$ cat config.mk
export PLATFORM = sky130hd
export DESIGN_NAME = flash_region_guard
export DESIGN_NICKNAME = d
export VERILOG_FILES = /design/src/rtl/flash_guard_pkg.sv /design/src/rtl/fg_cfg_regs.sv /design/src/rtl/fg_region_decode.sv /design/src/rtl/fg_arbiter.sv /design/src/rtl/flash_region_guard.sv
export SDC_FILE = /design/constraint.sdc
export NUM_CORES = 1
export LEC_CHECK = 0
export ABC_AREA = 1
export BUFFER_PORTS_ARGS = -buffer_cell sky130_fd_sc_hd__buf_2
export CORE_ASPECT_RATIO = 0.5
export CORE_UTILIZATION = 40
export CTS_CLUSTER_SIZE = 14
export DETAILED_ROUTE_END_ITERATION = 8
export HOLD_SLACK_MARGIN = 0.12
export PLACE_DENSITY_LB_ADDON = 0.12
export REMOVE_ABC_BUFFERS = 1
export SLEW_MARGIN = 20
export SYNTH_ARGS = -nofsm -noshare
export SYNTH_HDL_FRONTEND = slang
export SYNTH_HIERARCHICAL = 1
export SYNTH_SLANG_ARGS = --single-unit
$ cat constraint.sdc
create_clock -name clk -period 11.97 [get_ports clk]
set_clock_uncertainty 0.1 [all_clocks]
set_input_delay 2.394 -clock clk [delete_from_list [all_inputs] [get_ports clk]]
set_output_delay 2.394 -clock clk [all_outputs]
set_load 0.01 [all_outputs]
$ cat src/rtl/flash_guard_pkg.sv
package flash_guard_pkg;

    localparam int NUM_MST     = 3;
    localparam int NUM_RGN     = 5;
    localparam int RGN_W       = 3;
    localparam int DATA_W      = 32;
    localparam int PAGE_SHIFT  = 12;
    localparam int CFG_AW      = 4;

    // configuration register layout
    localparam int CFG_PERM_BASE = 5;
    localparam int CFG_DEV0      = 8;
    localparam int WR_FIELD_LSB  = 8;
    localparam int LIM_FIELD_LSB = 16;

    localparam logic [DATA_W-1:0] DESC_SIGNATURE = 32'h0FF0A55A;
    localparam logic [RGN_W-1:0]  RGN_DESC = 3'd0;
    localparam logic [RGN_W-1:0]  RGN_NONE = 3'd7;

    typedef enum logic [1:0] {
        MST_HOST = 2'd0,
        MST_NET  = 2'd1,
        MST_MGMT = 2'd2
    } master_e;

    typedef enum logic [1:0] {
        ST_BOOT,
        ST_IDLE,
        ST_BUSY,
        ST_DENY
    } guard_state_e;

    typedef struct packed {
        logic             allow;
        logic [RGN_W-1:0] region;
        logic             dev1;
    } verdict_t;

    function automatic logic perm_ok(
        input logic               desc,
        input master_e            mst,
        input logic               wr,
        input logic [RGN_W-1:0]   rgn,
        input logic [NUM_RGN-1:0] rd_bits,
        input logic [NUM_RGN-1:0] wr_bits,
        input logic               lock
    );
        logic ok;
        if (!desc) begin
            ok = (mst == MST_HOST);
        end else if (rgn == RGN_NONE) begin
            ok = 1'b0;
        end else if (wr) begin
            ok = wr_bits[rgn] && !(lock && rgn == RGN_DESC);
        end else begin
            ok = rd_bits[rgn];
        end
        return ok;
    endfunction

endpackage

$ cat src/rtl/fg_cfg_regs.sv
module fg_cfg_regs
    import flash_guard_pkg::*;
#(
    parameter int PG_W = 12,
    parameter logic [PG_W-1:0] DEV0_RST = PG_W'(1) << (PG_W - 1)
) (
    input  logic                clk,
    input  logic                rst,
    input  logic                cfg_we,
    input  logic [CFG_AW-1:0]   cfg_addr,
    input  logic [DATA_W-1:0]   cfg_wdata,
    output logic [PG_W-1:0]     rgn_base  [NUM_RGN],
    output logic [PG_W-1:0]     rgn_limit [NUM_RGN],
    output logic [NUM_RGN-1:0]  rd_perm   [NUM_MST],
    output logic [NUM_RGN-1:0]  wr_perm   [NUM_MST],
    output logic [PG_W-1:0]     dev0_pages
);

    logic unused_cfg_bits;
    assign unused_cfg_bits = ^cfg_wdata;

    // region 0 is pinned to the first page
    assign rgn_base[0]  = '0;
    assign rgn_limit[0] = '0;

    for (genvar r = 1; r < NUM_RGN; r++) begin : g_rgn
        always_ff @(posedge clk) begin
            if (rst) begin
                rgn_base[r]  <= '1;
                rgn_limit[r] <= '0;
            end else if (cfg_we && cfg_addr == CFG_AW'(r)) begin
                rgn_base[r]  <= cfg_wdata[PG_W-1:0];
                rgn_limit[r] <= cfg_wdata[LIM_FIELD_LSB +: PG_W];
            end
        end
    end

    for (genvar m = 0; m < NUM_MST; m++) begin : g_perm
        always_ff @(posedge clk) begin
            if (rst) begin
                rd_perm[m] <= '0;
                wr_perm[m] <= '0;
            end else if (cfg_we && cfg_addr == CFG_AW'(CFG_PERM_BASE + m)) begin
                rd_perm[m] <= cfg_wdata[NUM_RGN-1:0];
                wr_perm[m] <= cfg_wdata[WR_FIELD_LSB +: NUM_RGN];
            end
        end
    end

    always_ff @(posedge clk) begin
        if (rst) begin
            dev0_pages <= DEV0_RST;
        end else if (cfg_we && cfg_addr == CFG_AW'(CFG_DEV0)) begin
            dev0_pages <= cfg_wdata[PG_W-1:0];
        end
    end

endmodule

$ cat src/rtl/fg_region_decode.sv
module fg_region_decode
    import flash_guard_pkg::*;
#(
    parameter int PG_W = 12
) (
    input  logic [PG_W-1:0]  page,
    input  logic [PG_W-1:0]  rgn_base  [NUM_RGN],
    input  logic [PG_W-1:0]  rgn_limit [NUM_RGN],
    output logic [RGN_W-1:0] region
);

    logic [NUM_RGN-1:0] hit;

    for (genvar r = 0; r < NUM_RGN; r++) begin : g_hit
        assign hit[r] = (rgn_base[r] <= rgn_limit[r]) &&
                        (page >= rgn_base[r]) && (page <= rgn_limit[r]);
    end

    // lowest index takes precedence on overlap
    always_comb begin
        region = RGN_NONE;
        for (int r = NUM_RGN - 1; r >= 0; r--) begin
            if (hit[r]) region = RGN_W'(r);
        end
    end

endmodule

$ cat src/rtl/fg_arbiter.sv
module fg_arbiter
    import flash_guard_pkg::*;
(
    input  logic [NUM_MST-1:0] valid,
    output logic [NUM_MST-1:0] grant,
    output master_e            gnt_id
);

    localparam master_e RANK [NUM_MST] = '{MST_MGMT, MST_HOST, MST_NET};

    always_comb begin
        gnt_id = MST_HOST;
        for (int i = NUM_MST - 1; i >= 0; i--) begin
            if (valid[RANK[i]]) gnt_id = RANK[i];
        end
        grant = (|valid) ? (NUM_MST'(1) << gnt_id) : '0;
    end

endmodule

$ cat src/rtl/flash_region_guard.sv
module flash_region_guard
    import flash_guard_pkg::*;
#(
    parameter int ADDR_W = 24
) (
    input  logic                  clk,
    input  logic                  rst,
    input  logic                  cfg_we,
    input  logic [3:0]            cfg_addr,
    input  logic [31:0]           cfg_wdata,
    input  logic                  lock_desc,
    input  logic [2:0]            req_valid,
    output logic [2:0]            req_ready,
    input  logic [2:0]            req_write,
    input  logic [3*ADDR_W-1:0]   req_addr,
    input  logic [95:0]           req_wdata,
    output logic [2:0]            resp_done,
    output logic [2:0]            resp_err,
    output logic [31:0]           resp_rdata,
    output logic                  fl_valid,
    output logic [1:0]            fl_cs,
    output logic                  fl_we,
    output logic [ADDR_W-1:0]     fl_addr,
    output logic [31:0]           fl_wdata,
    input  logic                  fl_done,
    input  logic [31:0]           fl_rdata,
    output logic                  desc_mode,
    output logic                  viol_flag,
    output logic [1:0]            viol_master,
    output logic [2:0]            viol_region
);

    localparam int PG_W = ADDR_W - PAGE_SHIFT;

    logic [PG_W-1:0]    rgn_base  [NUM_RGN];
    logic [PG_W-1:0]    rgn_limit [NUM_RGN];
    logic [NUM_RGN-1:0] rd_perm   [NUM_MST];
    logic [NUM_RGN-1:0] wr_perm   [NUM_MST];
    logic [PG_W-1:0]    dev0_pages;

    fg_cfg_regs #(.PG_W(PG_W)) i_cfg (
        .clk(clk), .rst(rst), .cfg_we(cfg_we), .cfg_addr(cfg_addr),
        .cfg_wdata(cfg_wdata), .rgn_base(rgn_base), .rgn_limit(rgn_limit),
        .rd_perm(rd_perm), .wr_perm(wr_perm), .dev0_pages(dev0_pages)
    );

    logic [NUM_MST-1:0] grant;
    master_e            gnt_id;

    fg_arbiter i_arb (.valid(req_valid), .grant(grant), .gnt_id(gnt_id));

    logic [ADDR_W-1:0] sel_addr;
    logic [DATA_W-1:0] sel_wdata;
    logic              sel_write;
    logic [PG_W-1:0]   sel_page;
    logic [RGN_W-1:0]  sel_region;

    assign sel_addr  = req_addr[int'(gnt_id)*ADDR_W +: ADDR_W];
    assign sel_wdata = req_wdata[int'(gnt_id)*DATA_W +: DATA_W];
    assign sel_write = req_write[gnt_id];
    assign sel_page  = sel_addr[ADDR_W-1:PAGE_SHIFT];

    fg_region_decode #(.PG_W(PG_W)) i_dec (
        .page(sel_page), .rgn_base(rgn_base), .rgn_limit(rgn_limit),
        .region(sel_region)
    );

    verdict_t          verdict;
    logic [ADDR_W-1:0] dev_offset;

    always_comb begin
        verdict.allow  = perm_ok(desc_mode, gnt_id, sel_write, sel_region,
                                 rd_perm[gnt_id], wr_perm[gnt_id], lock_desc);
        verdict.region = desc_mode ? sel_region : RGN_NONE;
        verdict.dev1   = (sel_page >= dev0_pages);
        dev_offset     = verdict.dev1 ?
                         (sel_addr - {dev0_pages, {PAGE_SHIFT{1'b0}}}) : sel_addr;
    end

    guard_state_e      state_q;
    master_e           cur_q;
    logic [1:0]        cs_q;
    logic [ADDR_W-1:0] addr_q;
    logic              we_q;
    logic [DATA_W-1:0] wdata_q;
    logic              accept;

    assign accept    = (state_q == ST_IDLE) && (|req_valid);
    assign req_ready = accept ? grant : '0;

    always_ff @(posedge clk) begin
        if (rst) begin
            state_q     <= ST_BOOT;
            cur_q       <= MST_HOST;
            cs_q        <= 2'b01;
            addr_q      <= '0;
            we_q        <= 1'b0;
            wdata_q     <= '0;
            desc_mode   <= 1'b0;
            viol_flag   <= 1'b0;
            viol_master <= '0;
            viol_region <= '0;
        end else begin
            case (state_q)
                ST_BOOT: begin
                    if (fl_done) begin
                        desc_mode <= (fl_rdata == DESC_SIGNATURE);
                        state_q   <= ST_IDLE;
                    end
                end
                ST_IDLE: begin
                    if (accept) begin
                        cur_q <= gnt_id;
                        if (verdict.allow) begin
                            cs_q    <= verdict.dev1 ? 2'b10 : 2'b01;
                            addr_q  <= dev_offset;
                            we_q    <= sel_write;
                            wdata_q <= sel_wdata;
                            state_q <= ST_BUSY;
                        end else begin
                            state_q <= ST_DENY;
                            if (!viol_flag) begin
                                viol_flag   <= 1'b1;
                                viol_master <= gnt_id;
                                viol_region <= verdict.region;
                            end
                        end
                    end
                end
                ST_BUSY: begin
                    if (fl_done) state_q <= ST_IDLE;
                end
                default: state_q <= ST_IDLE;
            endcase
        end
    end

    assign fl_valid   = (state_q == ST_BOOT) || (state_q == ST_BUSY);
    assign fl_cs      = fl_valid ? cs_q : 2'b00;
    assign fl_we      = we_q;
    assign fl_addr    = addr_q;
    assign fl_wdata   = wdata_q;
    assign resp_done  = (state_q == ST_BUSY && fl_done) ? (3'b001 << cur_q) : 3'b000;
    assign resp_err   = (state_q == ST_DENY) ? (3'b001 << cur_q) : 3'b000;
    assign resp_rdata = fl_rdata;

    // ---------------- assertions ----------------
    assert_no_ready_in_boot_R1: assert property (@(posedge clk) disable iff (rst)
        (state_q == ST_BOOT) |-> (req_ready == 3'b000));

    assert_mode_frozen_R2: assert property (@(posedge clk) disable iff (rst)
        (state_q != ST_BOOT && $past(state_q) != ST_BOOT) |-> $stable(desc_mode));

    assert_locked_desc_R5: assert property (@(posedge clk) disable iff (rst)
        (fl_valid && fl_we && lock_desc && desc_mode && $stable(lock_desc)
         && state_q == ST_BUSY && $past(state_q) == ST_IDLE)
        |-> !(fl_cs == 2'b01 && fl_addr[ADDR_W-1:PAGE_SHIFT] == '0));

    assert_cs_select_R6: assert property (@(posedge clk) disable iff (rst)
        fl_valid ? $onehot(fl_cs) : (fl_cs == 2'b00));

    assert_err_pulse_R7: assert property (@(posedge clk) disable iff (rst)
        (|resp_err) |=> (resp_err == 3'b000));

    assert_deny_no_flash_R7: assert property (@(posedge clk) disable iff (rst)
        (|resp_err) |-> !fl_valid);

    assert_viol_sticky_R8: assert property (@(posedge clk) disable iff (rst)
        viol_flag |=> (viol_flag && $stable(viol_master) && $stable(viol_region)));

    assert_host_only_R9: assert property (@(posedge clk) disable iff (rst)
        (state_q == ST_BUSY && !desc_mode) |-> (cur_q == MST_HOST));

    assert_single_grant_R10: assert property (@(posedge clk) disable iff (rst)
        $onehot0(req_ready));

    assert_done_pulse_R11: assert property (@(posedge clk) disable iff (rst)
        (|resp_done) |-> ($onehot(resp_done) && fl_valid));

endmodule

Yosys cells after proc, flatten, opt, wreduce, memory -nomap -nowiden
Cells that the tools add are included.

Flip-flop bits (word level): 208. Bits in latches: 0. Memory bits (writable): 0. Memory bits (read-only): 0. Input port bits: 247. Output and inout bits: 108. Logic and storage cells: 136. Memories: 0.

Add/subtract/negate cells: 1. Multiply operators: 1. Divide/modulo/power cells: 0. Magnitude comparators: 18. Eq/ne operators: 15. Shift-type cells: 4. Muxes and demuxes: 35. Bitwise operators: 3. Reductions and logical operators: 34.

Operators by type and width (count): <= comparator 12 bit (8); indexed part select 96 x 8 -> 32 bit (1); indexed part select 72 x 8 -> 24 bit (1); >= comparator 12 bit (5); == test 32 x 28 -> 1 bit, second input constant (1); 2-to-1 mux 3 bit (9); 2-to-1 mux 24 bit (1); subtractor 24 bit (1); logical AND 1 bit (21); binary-select mux 5 bit (select 2 bit) (2); 2-to-1 mux 5 bit (4); == test 4 x 3 -> 1 bit, second input constant (4); >= comparator 12 x 1 -> 1 bit, second input constant (1); <= comparator 12 x 1 -> 1 bit, second input constant (1); 2-to-1 mux 2 bit (6); 2-to-1 mux 1 bit (9); == test 4 x 2 -> 1 bit, second input constant (2); binary-select mux 1 bit (select 3 bit) (2); AND reduction 2 bit (3); AND reduction 3 bit (2); left shift 1 x 2 -> 3 bit, first input constant (2); == test 2 bit, second input constant (2); == test 4 x 1 -> 1 bit, second input constant (1); == test 4 bit, second input constant (1); 19 further kinds (21).

Depth between registers and ports, before layout
Gate-level depths: netlist (run 1).

Depth in word-level cells: 23. Mapped depth: 39. Depth with buffers taken out: 35.

Modules after synthesis
Netlist (run 1), hierarchy kept.

By module, submodules not included: fg_cfg_regs (instances 1, cells each 776, area each 5469.0 um^2, sequential area each 2762.6 um^2); flash_region_guard (instances 1, cells each 861, area each 5390.2 um^2, sequential area each 1401.3 um^2); fg_region_decode (instances 1, cells each 719, area each 4603.2 um^2, sequential area each 0.0 um^2); fg_arbiter (instances 1, cells each 7, area each 32.5 um^2, sequential area each 0.0 um^2).

Worst setup path before layout (run 1)
No wires, ideal clock.

Path kind: input -> register. Start point: input req_valid[0]. End point: register wdata_q[25] (netlist: fl_wdata[25]). Arrival: 6350 ps. Data required time: 11758 ps. Slack: 5408 ps. Stages on the path: 35. Path buffers: 6. Cells stage by stage: inv_2 -> nand2_2 -> nor2_1 -> buf_2 -> clkbuf_1 -> clkbuf_1 -> o21ai_0 -> o2bb2ai_1 -> ha_1 -> a21o_1 -> nor2_1 -> nand2_1 -> nor2_1 -> nor2_2 -> nor2_2 -> nand2_1 -> nand2_1 -> a21oi_2 -> buf_6 -> inv_2 -> nand2_1 -> nand3_1 -> nand3_1 -> a21oi_1 -> nand2_1 -> nand2_1 -> nand2_1 -> nand2_1 -> nand2_2 -> nand2_2 -> buf_6 -> buf_6 -> nand3_1 -> nand2_1 -> nor2_1.

Word-level cells in the longest chain between the ends: 20. Elaborated cells on any way between the ends: 54. Classes of those cells: mul (1); order compare (10); eq/ne (1); shift (2); mux (22); bitwise (1); reduce/logical (17).

Ends and longest elaborated chain: start: declaration (line flash_region_guard.sv:12) `input logic [2:0] req_valid,`; 2-to-1 mux 1 bit * (line fg_arbiter.sv:14) `if (valid[RANK[i]]) gnt_id = RANK[i];`; 2-to-1 mux 2 bit * (line fg_arbiter.sv:14); via gnt_id[0] (line flash_region_guard.sv:48) `master_e gnt_id;`; multiplier 2 x 2 -> 4 bit * (line flash_region_guard.sv:58) `assign sel_addr = req_addr[int'(gnt_id)*ADDR_W +: ADDR_W];`; indexed part select 72 x 8 -> 24 bit * (line flash_region_guard.sv:58); via sel_addr[23] (line flash_region_guard.sv:52) `logic [ADDR_W-1:0] sel_addr;`; >= comparator 12 bit (line fg_region_decode.sv:16) `(page >= rgn_base[r]) && (page <= rgn_limit[r]);`; logical AND 1 bit (line fg_region_decode.sv:15) `assign hit[r] = (rgn_base[r] <= rgn_limit[r]) &&`; logical AND 1 bit (line fg_region_decode.sv:16); 2-to-1 mux 2 bit (line fg_region_decode.sv:23) `if (hit[r]) region = RGN_W'(r);`; 2-to-1 mux 3 bit (3 in a row) (line fg_region_decode.sv:23); 2-to-1 mux 3 bit * (line fg_region_decode.sv:23); via sel_region[0] (line flash_region_guard.sv:56) `logic [RGN_W-1:0] sel_region;`; branches (longest 5 deep; another with binary-select mux 1 bit (select 3 bit)); 2-to-1 mux 1 bit * (line flash_guard_pkg.sv:51) `end else if (rgn == RGN_NONE) begin`; 2-to-1 mux 1 bit * (line flash_guard_pkg.sv:49) `if (!desc) begin`; AND reduction 3 bit (no line) *; end signal: assignment (line flash_region_guard.sv:118) `wdata_q <= sel_wdata;`; end: declaration (line flash_region_guard.sv:85) `logic [DATA_W-1:0] wdata_q;`.

Mark *: on every way through the listed nets, which the timed path passes. The select of a mux whose other input is x is not followed. A chain may end at the register's enable or synchronous reset.

Worst setup path in the final report (run 1)
Start point: input req_valid[2]. End point: register cs_q[0].

Word-level cells in the longest chain between the ends: 19. Elaborated cells on any way between the ends: 54. Classes of those cells: mul (1); order compare (11); eq/ne (1); shift (1); mux (22); bitwise (1); reduce/logical (17).

Ends and longest elaborated chain: 2-to-1 mux 2 bit * (line fg_arbiter.sv:14); via gnt_id[0] (line flash_region_guard.sv:48); multiplier 2 x 2 -> 4 bit * (line flash_region_guard.sv:58); indexed part select 72 x 8 -> 24 bit * (line flash_region_guard.sv:58); via sel_addr[21] (line flash_region_guard.sv:52); >= comparator 12 bit (line fg_region_decode.sv:16); logical AND 1 bit (line fg_region_decode.sv:15); logical AND 1 bit (line fg_region_decode.sv:16); 2-to-1 mux 2 bit (line fg_region_decode.sv:23); 2-to-1 mux 3 bit (3 in a row) (line fg_region_decode.sv:23); 2-to-1 mux 3 bit * (line fg_region_decode.sv:23); via sel_region[0] (line flash_region_guard.sv:56); branches (longest 5 deep; another with binary-select mux 1 bit (select 3 bit)); 2-to-1 mux 1 bit * (line flash_guard_pkg.sv:51); 2-to-1 mux 1 bit * (line flash_guard_pkg.sv:49); AND reduction 3 bit (no line) *; end signal: assignment (line flash_region_guard.sv:115) `cs_q <= verdict.dev1 ? 2'b10 : 2'b01;`; end: declaration (line flash_region_guard.sv:82) `logic [1:0] cs_q;`.

Marks and branches as above.

==> out/results.md, run 1 <==
## Worst setup path
• register — kind of end point of the critical path
• primary input to register — startpoint-to-endpoint class of the critical path
• 58 — maximum fanout count along the critical path
• nand2_4 — slowest library cell on the worst path
• 5 — Bufs and invs on worst path
• i_cfg/rgn_limit[23]$_SDFFE_PP0P_ — R2R Path Start
• cs_q[0]$_SDFFE_PP1P_ — end of the worst register-to-register path
• 7.56 ns — worst setup slack for register-to-register paths
• nand2_1 — cell mode on critical path
• simple AND/OR/NAND/NOR gates — CP delay by family, top
• 8.46 ns — Crit path arrival time
• 24 — logic depth of the worst register-to-register path
• 0.53 ns — Critical Path Max Stage Delay
• primary input — startpoint class of the critical path
• 12.23 ns — Critical Path RT

## CTS
• clkbuf_16 — master cell of the clock root buffer
• 0 — number of hold buffers added after cts
• 208 — clock sinks
• 23 — Num CTS Buffers
• 0.07 ns — clock-pin slew on the worst setup and hold paths
• 3 — Bufs on Longest Clock Path
• 1 — Max H-tree Level
• 0 — number of setup buffers added after CTS
• 0.52 ns — source-to-sink clock delay at the later pin of the worst-skew pair
• 0 — post-cts repair resize count
• yes — clock tree from TritonCTS

## Power
• 104 nW/um^2 — Pwr per Cell Area
• 0.00187 W — post-layout total power
• 0.317 — fraction of power spent switching nets
• 0.232 — fraction of power consumed by combinational cells
• 0.00128 W — cell internal power dissipation
• 75.3 uV — worst vdd ir
• 0.390 — sequential cell fraction of total power
• 0.378 — power share of the clock group
• 0.000592 W — net switching power figure
• 9.42 nW — static leakage power

## Yosys
• dfxtp_1 — ys flop type
• 2363 — cell count after synthesis
• 0.269 — post-synthesis sequential area ratio
• 0 — FFs w/ async S/R, synth
• 0 — number of enable-type register cells in the synthesized netlist
• 6.56 sq um — mean cell area of the mapped netlist
• 46 — count of unique library cells instantiated by Yosys
• 6 — Yosys warning count
• 208 — flip-flop and latch count after synthesis
• 15500 sq um — Post-Synthesis Cell Area

## Die
• 141 um — vertical die dimension
• 280 um — Die Span X
• 355 — number of ports placed on the die boundary
• 37800 sq um — core area
• 50 — number of placement rows
• 39600 sq um — floorplan die area
• 0.410 — starting utilization of the core area

## GRT
• 75300 um — global-route wire length before repair
• 0 — total congestion overflow
• 13900 — via count of the first global-routing pass
• 4 — initial antenna violation count
• 95 — maximum number of pins on one net before global-route repair
• 0.241 — total routing usage reported by global routing

## Detailed routing
• 15.5 um — routed length per instance
• 48900 um — Detailed Route WL
• 4 — number of iterations in the first detailed-routing pass
• 0 — number of antenna-violating nets in the routed design
• 0 — residual DRC count
• 4.83 — Avg Vias per Cell
• 863 — detailed router's first-iteration violation count
• 15200 — vias after detailed routing

## STA
• 0 — final hold vios
• 0 — final count of pins violating max slew
• no — RSZ-0062 raised after global routing
• 0 — Setup-failing EPs final
• 0.311 — max-slew headroom at the worst pin
• 1.03 ns — Tightest Pin Transition
• 8.20 ns — time the worst path needs with I/O delays and setup
• 0.685 — post-route clock period utilization
• 0 ns — Setup TNS
• 0.122 GHz — top achievable clock speed

## Layout
• 0.180 — share of final-layout standard cells stronger than drive strength 1
• 15.4% — area overhead of the layout relative to synthesis
• nand2_1 — most frequent standard cell in the layout excluding fill and tap cells
• 3055 — final-stage net count
• 17900 sq um — Final Instance Area
• nand2_1 (565), nor2_1 (407), buf_2 (347) — commonest cells after routing, fill and taps aside

## Worst hold path
• fl_addr[23]$_SDFFE_PP0P_ — worst hold path endpoint
• 2 — worst hold stages
• fl_addr[23]$_SDFFE_PP0P_ — Hold Path Origin
• register to register — worst min path class

## Placed design
• 0.824 — Final GP Congestion
• 35100 um — dpl hpwl
• 347 — number of port buffers
• 17200 sq um — area after detailed placement

## Run
• 0 — total of max-cap violations

## Status
• completed — status

-- power groups by stage --
stage / Sequential [W] / Clock (W) / Combinational [W]
finish: 0.000729 / 0.000706 / 0.000433
detailed placement: 0.000744 / 0 / 0.000431
CTS: 0.000729 / 0.000727 / 0.000433
global placement: 0.000743 / 0 / 0.000426
global route: 0.000731 / 0.000755 / 0.000493
floorplan: 0.000748 / 0 / 0.000262
-- layout make-up --
class / count / area (sq um)
diodes: 4 / 10.0
well taps: 520 / 651
clock buffers: 29 / 648
fillers: 4045 / 19900
repair buffers: 359 / 1830
clock inverters: 8 / 71.3
flip-flops and latches: 208 / 4160
multi-input cells: 1746 / 9470
inverters: 277 / 1040
-- sequential cells by signal, indices dropped and copies added, names as in the netlist --
| register | cells |
|---|---|
| i_cfg/rgn_base | 48 |
| i_cfg/rgn_limit | 48 |
| fl_wdata | 32 |
| fl_addr | 24 |
| i_cfg/rd_perm | 15 |
| i_cfg/wr_perm | 15 |
| i_cfg/dev0_pages | 12 |
| viol_region | 3 |
| cs_q | 2 |
| cur_q | 2 |
| state_q | 2 |
| viol_master | 2 |
| desc_mode | 1 |
| fl_we | 1 |
| viol_flag | 1 |
-- routing by layer --
metal | track usage | up-vias | routed length, um
met5 | 0 | - | 0
met4 | 0.0791 | 0 | 1560
met3 | 0.0340 | 83 | 2270
met2 | 0.383 | 306 | 20800
met1 | 0.335 | 6808 | 24300
li1 | - | 8030 | -
-- worst register-to-register path, stage by stage, from the launching register on --
cell     delay, ns
dfxtp_1       0.34
inv_1         0.07
ha_1          0.29
nand2_1       0.08
nor2_2        0.11
and2_1        0.16
nand4_1       0.08
nand2_1       0.10
nand3_2       0.17
nand2_1       0.11
nand2_1       0.06
a21oi_2       0.43
inv_2         0.20
nand3_1       0.16
nand3_1       0.08
nand3_1       0.08
nand2_1       0.06
nand2_1       0.06
nand2_1       0.05
nand2_1       0.09
nand2_2       0.12
nand2_4       0.53
nand2_1       0.48
nand2_1       0.16
nand3_1       0.08
-- Yosys cell counts, types with 6 or more instances --
cell,instances,area (sq um)
clkbuf_1,37,139
a21oi_1,94,470
inv_2,16,60.1
inv_1,260,976
buf_2,29,145
o21ai_1,10,50.1
or2_2,20,125
o21ai_0,80,400
dfxtp_1,208,4160
buf_1,14,52.6
buf_6,8,90.1
buf_4,67,503
a2bb2oi_1,44,385
xor2_1,6,52.6
nor2_2,9,56.3
nand4_1,39,244
nand2_1,565,2120
nand2_2,7,43.8
a32oi_1,10,87.6
nand3_1,177,886
nor2_1,408,1530
nor3_1,17,85.1
ha_1,192,2400
-- how the worst max path moves through the flow --
stage,from,endpoint,cells after the start
2_1_floorplan,req_valid[0],cs_q[1]$_SDFFE_PP0P_,31
3_3_place_gp,req_valid[2],cs_q[0]$_SDFFE_PP1P_,30
3_5_place_dp,req_valid[2],cs_q[0]$_SDFFE_PP1P_,30
4_1_cts,req_valid[2],cs_q[0]$_SDFFE_PP1P_,30
5_1_grt,req_valid[2],cs_q[0]$_SDFFE_PP1P_,30
6_report,req_valid[2],cs_q[0]$_SDFFE_PP1P_,30
-- per-stage QoR --
stage	setup WS (ns)	utilization	hold WS, ns	cells
3_5_place_dp	3.16	0.454	0.350	3110
6_report	3.77	0.473	0.357	3151
4_1_cts	3.72	0.473	0.360	3147
5_1_grt	3.20	0.473	0.371	3151
2_1_floorplan	2.22	-	0.340	2231
3_3_place_gp	2.71	0.454	0.347	3110
-- kinds of logic (layout without fill, tap and decap cells) --
| family | Yosys count | in the layout | synth area share |
|---|---|---|---|
| DFF | 208 | 208 | 0.269 |
| adders and majority gates | 193 | 193 | 0.156 |
| buffers and inverters | 432 | 673 | 0.127 |
| AOI/OAI and AO/OA | 255 | 255 | 0.0985 |
| and+or+nand+nor | 1266 | 1266 | 0.344 |
| other | 1 | 28 | 0.000242 |
| xor gates and xnor gates | 8 | 8 | 0.00452 |
(Power assumes the default switching activity.)
==> run 2: changes to the inputs <==
--- a/config.mk
+++ b/config.mk
@@ -5,7 +5,7 @@
 export SDC_FILE = /design/constraint.sdc
 export NUM_CORES = 1
 export LEC_CHECK = 0
-export ABC_AREA = 1
+export ABC_AREA = 0
 export BUFFER_PORTS_ARGS = -buffer_cell sky130_fd_sc_hd__buf_2
 export CORE_ASPECT_RATIO = 0.5
 export CORE_UTILIZATION = 40
==> constraint.sdc (replaced) <==
create_clock -name clk -period 8.3 [get_ports clk]
set_clock_uncertainty 0.1 [all_clocks]
set_input_delay 1.66 -clock clk [delete_from_list [all_inputs] [get_ports clk]]
set_output_delay 1.66 -clock clk [all_outputs]
set_load 0.01 [all_outputs]
==> out/results.md, run 2 <==
## GRT
• 0 — total congestion overflow, unchanged
• 12700 — via count of the first global-routing pass, -9.1%
• 0.238 — total routing usage reported by global routing, -0.00367
• 71500 um — global-route wire length before repair, -5.0%
• 13 — initial antenna violation count, +9
• 107 — maximum number of pins on one net before global-route repair, +13%

## Worst hold path
• register to register — worst min path class
• fl_addr[22]$_SDFFE_PP0P_ — Hold Path Origin

## Layout
• 0.240 — share of final-layout standard cells stronger than drive strength 1, +0.0600
• buf_2 — most frequent standard cell in the layout excluding fill and tap cells
• 2452 — final-stage net count, -20%
• 17.3% — area overhead of the layout relative to synthesis
• 17800 sq um — Final Instance Area, -0.67%
• 2524 — final non-filler cell total, -20%
• buf_2 (345), mux2i_1 (213), dfxtp_1 (208) — commonest cells after routing, fill and taps aside

## CTS
• 208 — clock sinks, unchanged
• 23 — Num CTS Buffers, unchanged
• 0 — post-cts repair resize count, unchanged
• 0.06 ns — clock-pin slew on the worst setup and hold paths, about the same
• 0 — number of setup buffers added after CTS, unchanged
• 0.55 ns — source-to-sink clock delay at the later pin of the worst-skew pair, +0.03 ns
• yes — clock tree from TritonCTS
• 0 — number of hold buffers added after cts, unchanged
• 1 — Max H-tree Level, unchanged
• clkbuf_16 — master cell of the clock root buffer
• 3 — Bufs on Longest Clock Path, unchanged

## STA
• 0.144 GHz — top achievable clock speed
• 1.10 ns — Tightest Pin Transition, +0.0630 ns
• 0.264 — max-slew headroom at the worst pin, -0.0469
• 0.836 — post-route clock period utilization
• no — RSZ-0062 raised after global routing
• 0 — Setup-failing EPs final, unchanged
• 0 — final hold vios, unchanged
• 0.369 ns — hold_ws, +0.0120 ns
• 6.94 ns — time the worst path needs with I/O delays and setup
• 0 — final count of pins violating max slew, unchanged
• 0 ns — Setup TNS, unchanged

## Yosys
• 15100 sq um — Post-Synthesis Cell Area, -2.3%
• 1722 — cell count after synthesis, -27%
• 0.275 — post-synthesis sequential area ratio, +0.00628
• 0 — FFs w/ async S/R, synth, unchanged
• 0 — number of enable-type register cells in the synthesized netlist, unchanged
• dfxtp_1 (28%), ha_1 (16%), mux2i_1 (14%) — dominant cells by area after synthesis
• 0.275 — area share of the leading cell type in the synthesized netlist, +0.00628
• 208 — flip-flop and latch count after synthesis, unchanged
• mux2i_1 — most repeated cell in the gate-level netlist after synthesis
• 6 — Yosys warning count, unchanged
• 8.79 sq um — mean cell area of the mapped netlist, +34%
• mux2i_1 (213), dfxtp_1 (208), nor2_1 (202) — top cells by instance count after synthesis
• 69 — count of unique library cells instantiated by Yosys, +50%
• dfxtp_1 — ys flop type
• dfxtp_1 — library cell with the largest summed area after synthesis

## Worst setup path
• or4_1 — slowest library cell on the worst path
• i_cfg/rgn_limit[23]$_SDFFE_PP0P_ — R2R Path Start
• register — kind of end point of the critical path
• 3.64 ns — worst setup slack for register-to-register paths, -3.92 ns
• buf_4 — cell mode on critical path
• primary input — startpoint class of the critical path
• 0.52 ns — Critical Path Max Stage Delay, about the same
• simple AND/OR/NAND/NOR gates — CP delay by family, top
• 26 — maximum fanout count along the critical path, -55%
• req_valid[2] — Setup crit start
• 5 — Bufs and invs on worst path, unchanged
• primary input to register — startpoint-to-endpoint class of the critical path
• buf_4 -> nor3b_2 -> buf_4 -> nor2b_4 -> a21oi_1 -> inv_1 -> ha_1 -> o21ai_0 -> o21a_1 -> o21ai_0 -> a31oi_1 -> or4_1 -> and2_1 -> a21boi_1 -> buf_4 -> nor3b_1 -> nand3_1 -> and3_1 -> a41oi_2 -> and3_4 -> buf_4 -> nor2_1 -> a211oi_2 — ordered list of cells on the worst path
• 7.28 ns — Crit path arrival time, -1.18 ns
• 8.64 ns — Critical Path RT, -3.59 ns

## Placed design
• 17000 sq um — area after detailed placement, -0.92%
• 36700 um — dpl hpwl, +4.6%
• 2471 — dpl cells, -21%
• 0.855 — Final GP Congestion, +3.8%
• 347 — number of port buffers, unchanged

## Run
• 0 — total of max-cap violations, unchanged

## Power
• 8.68 nW — static leakage power, -7.9%
• 150 nW/um^2 — Pwr per Cell Area, +44%
• 0.00267 W — post-layout total power, +43%
• 127 uV — worst vdd ir, +68%

## Detailed routing
• 5.07 — Avg Vias per Cell, +4.9%
• 0 — residual DRC count, unchanged
• 46800 um — Detailed Route WL, -4.2%
• 0 — number of antenna-violating nets in the routed design, unchanged
• 18.6 um — routed length per instance, +20%
• 12800 — vias after detailed routing, -16%
• 551 — detailed router's first-iteration violation count, -36%
• 6 — number of iterations in the first detailed-routing pass, +2

## Die
• 277 um — Die Span X, -1.1%
• 355 — number of ports placed on the die boundary, unchanged
• 0.414 — starting utilization of the core area, +0.00360
• 36600 sq um — core area, -3.1%
• 140 um — vertical die dimension, -1.1%
• 38700 sq um — floorplan die area, -2.3%
• 49 — number of placement rows, -2.0%

## Status
• completed — status

-- run 2: cell types whose count changed after synthesis, sizes merged, moves of 25 or more --
| cell | change |
|---|---|
| a211oi | +60 |
| nand2b | +126 |
| o21ai | -50 |
| nand3 | -169 |
| nand2 | -530 |
| nor2b | +25 |
| inv | -141 |
| mux2i | +213 |
| a21oi | +30 |
| a2bb2oi | -44 |
| nor2 | -217 |
-- run 2: per-layer routing --
metal  wire length [um]  global-route usage  share of wire
met1              20500               0.284           0.44
met2              22900               0.425           0.49
met3               1960              0.0401          0.042
met4               1500              0.0924          0.032
met5                  0                   0              0
-- run 2: logic make-up after synthesis --
kind of cell | share of synthesized area
flops | 0.275
simple gates | 0.176
buf+inv | 0.0893
mux | 0.150
xor+xnor | 0.00463
compound gates | 0.145
fa+ha+maj | 0.160
other cells | 0.000248
-- run 2: worst register-to-register path, stage by stage (launching register included) --
cell	delay, ns
dfxtp_1	0.33
inv_1	0.07
ha_1	0.31
a21oi_2	0.17
o21ai_1	0.15
a2111oi_2	0.46
a21oi_1	0.12
or4_1	0.42
and2_1	0.18
a21boi_1	0.14
buf_4	0.17
nor3b_1	0.36
nand3_1	0.11
and3_1	0.20
a41oi_2	0.22
and3_4	0.39
buf_4	0.37
nor2_1	0.10
a211oi_2	0.19
-- run 2: path summary, 6_finish.rpt --
| check | to | cells past startpoint |
|---|---|---|
| max | fl_addr[9]$_SDFFE_PP0P_ | 23 |
| min | fl_addr[22]$_SDFFE_PP0P_ | 2 |
| max reg2reg | fl_addr[9]$_SDFFE_PP0P_ | 18 |
| min reg2reg | fl_addr[22]$_SDFFE_PP0P_ | 2 |
-- run 2: stage by stage --
step / worst slack [ns] / utilization
after floorplan: -5.65 / -
after global placement: 0.817 / 0.464
after detailed placement: 0.831 / 0.464
after CTS: 1.40 / 0.485
after global routing: 0.902 / 0.485
final: 1.36 / 0.485
-- run 2: cell type report --
type / count / area [sq um]
inverter: 135 / 507
fill: 3680 / 18800
clock buffer: 31 / 616
multi-input combinational: 1268 / 9730
antenna: 11 / 27.5
clock inverter: 11 / 125
sequential: 208 / 4160
timing repair buffer: 376 / 1990
tap: 484 / 606
-- run 2: power by group --
part / switching [W] / internal, W / total, W
sequential: 0.0000163 / 0.00103 / 0.00104
clock: 0.000448 / 0.000588 / 0.00104
combinational: 0.000339 / 0.000249 / 0.000589
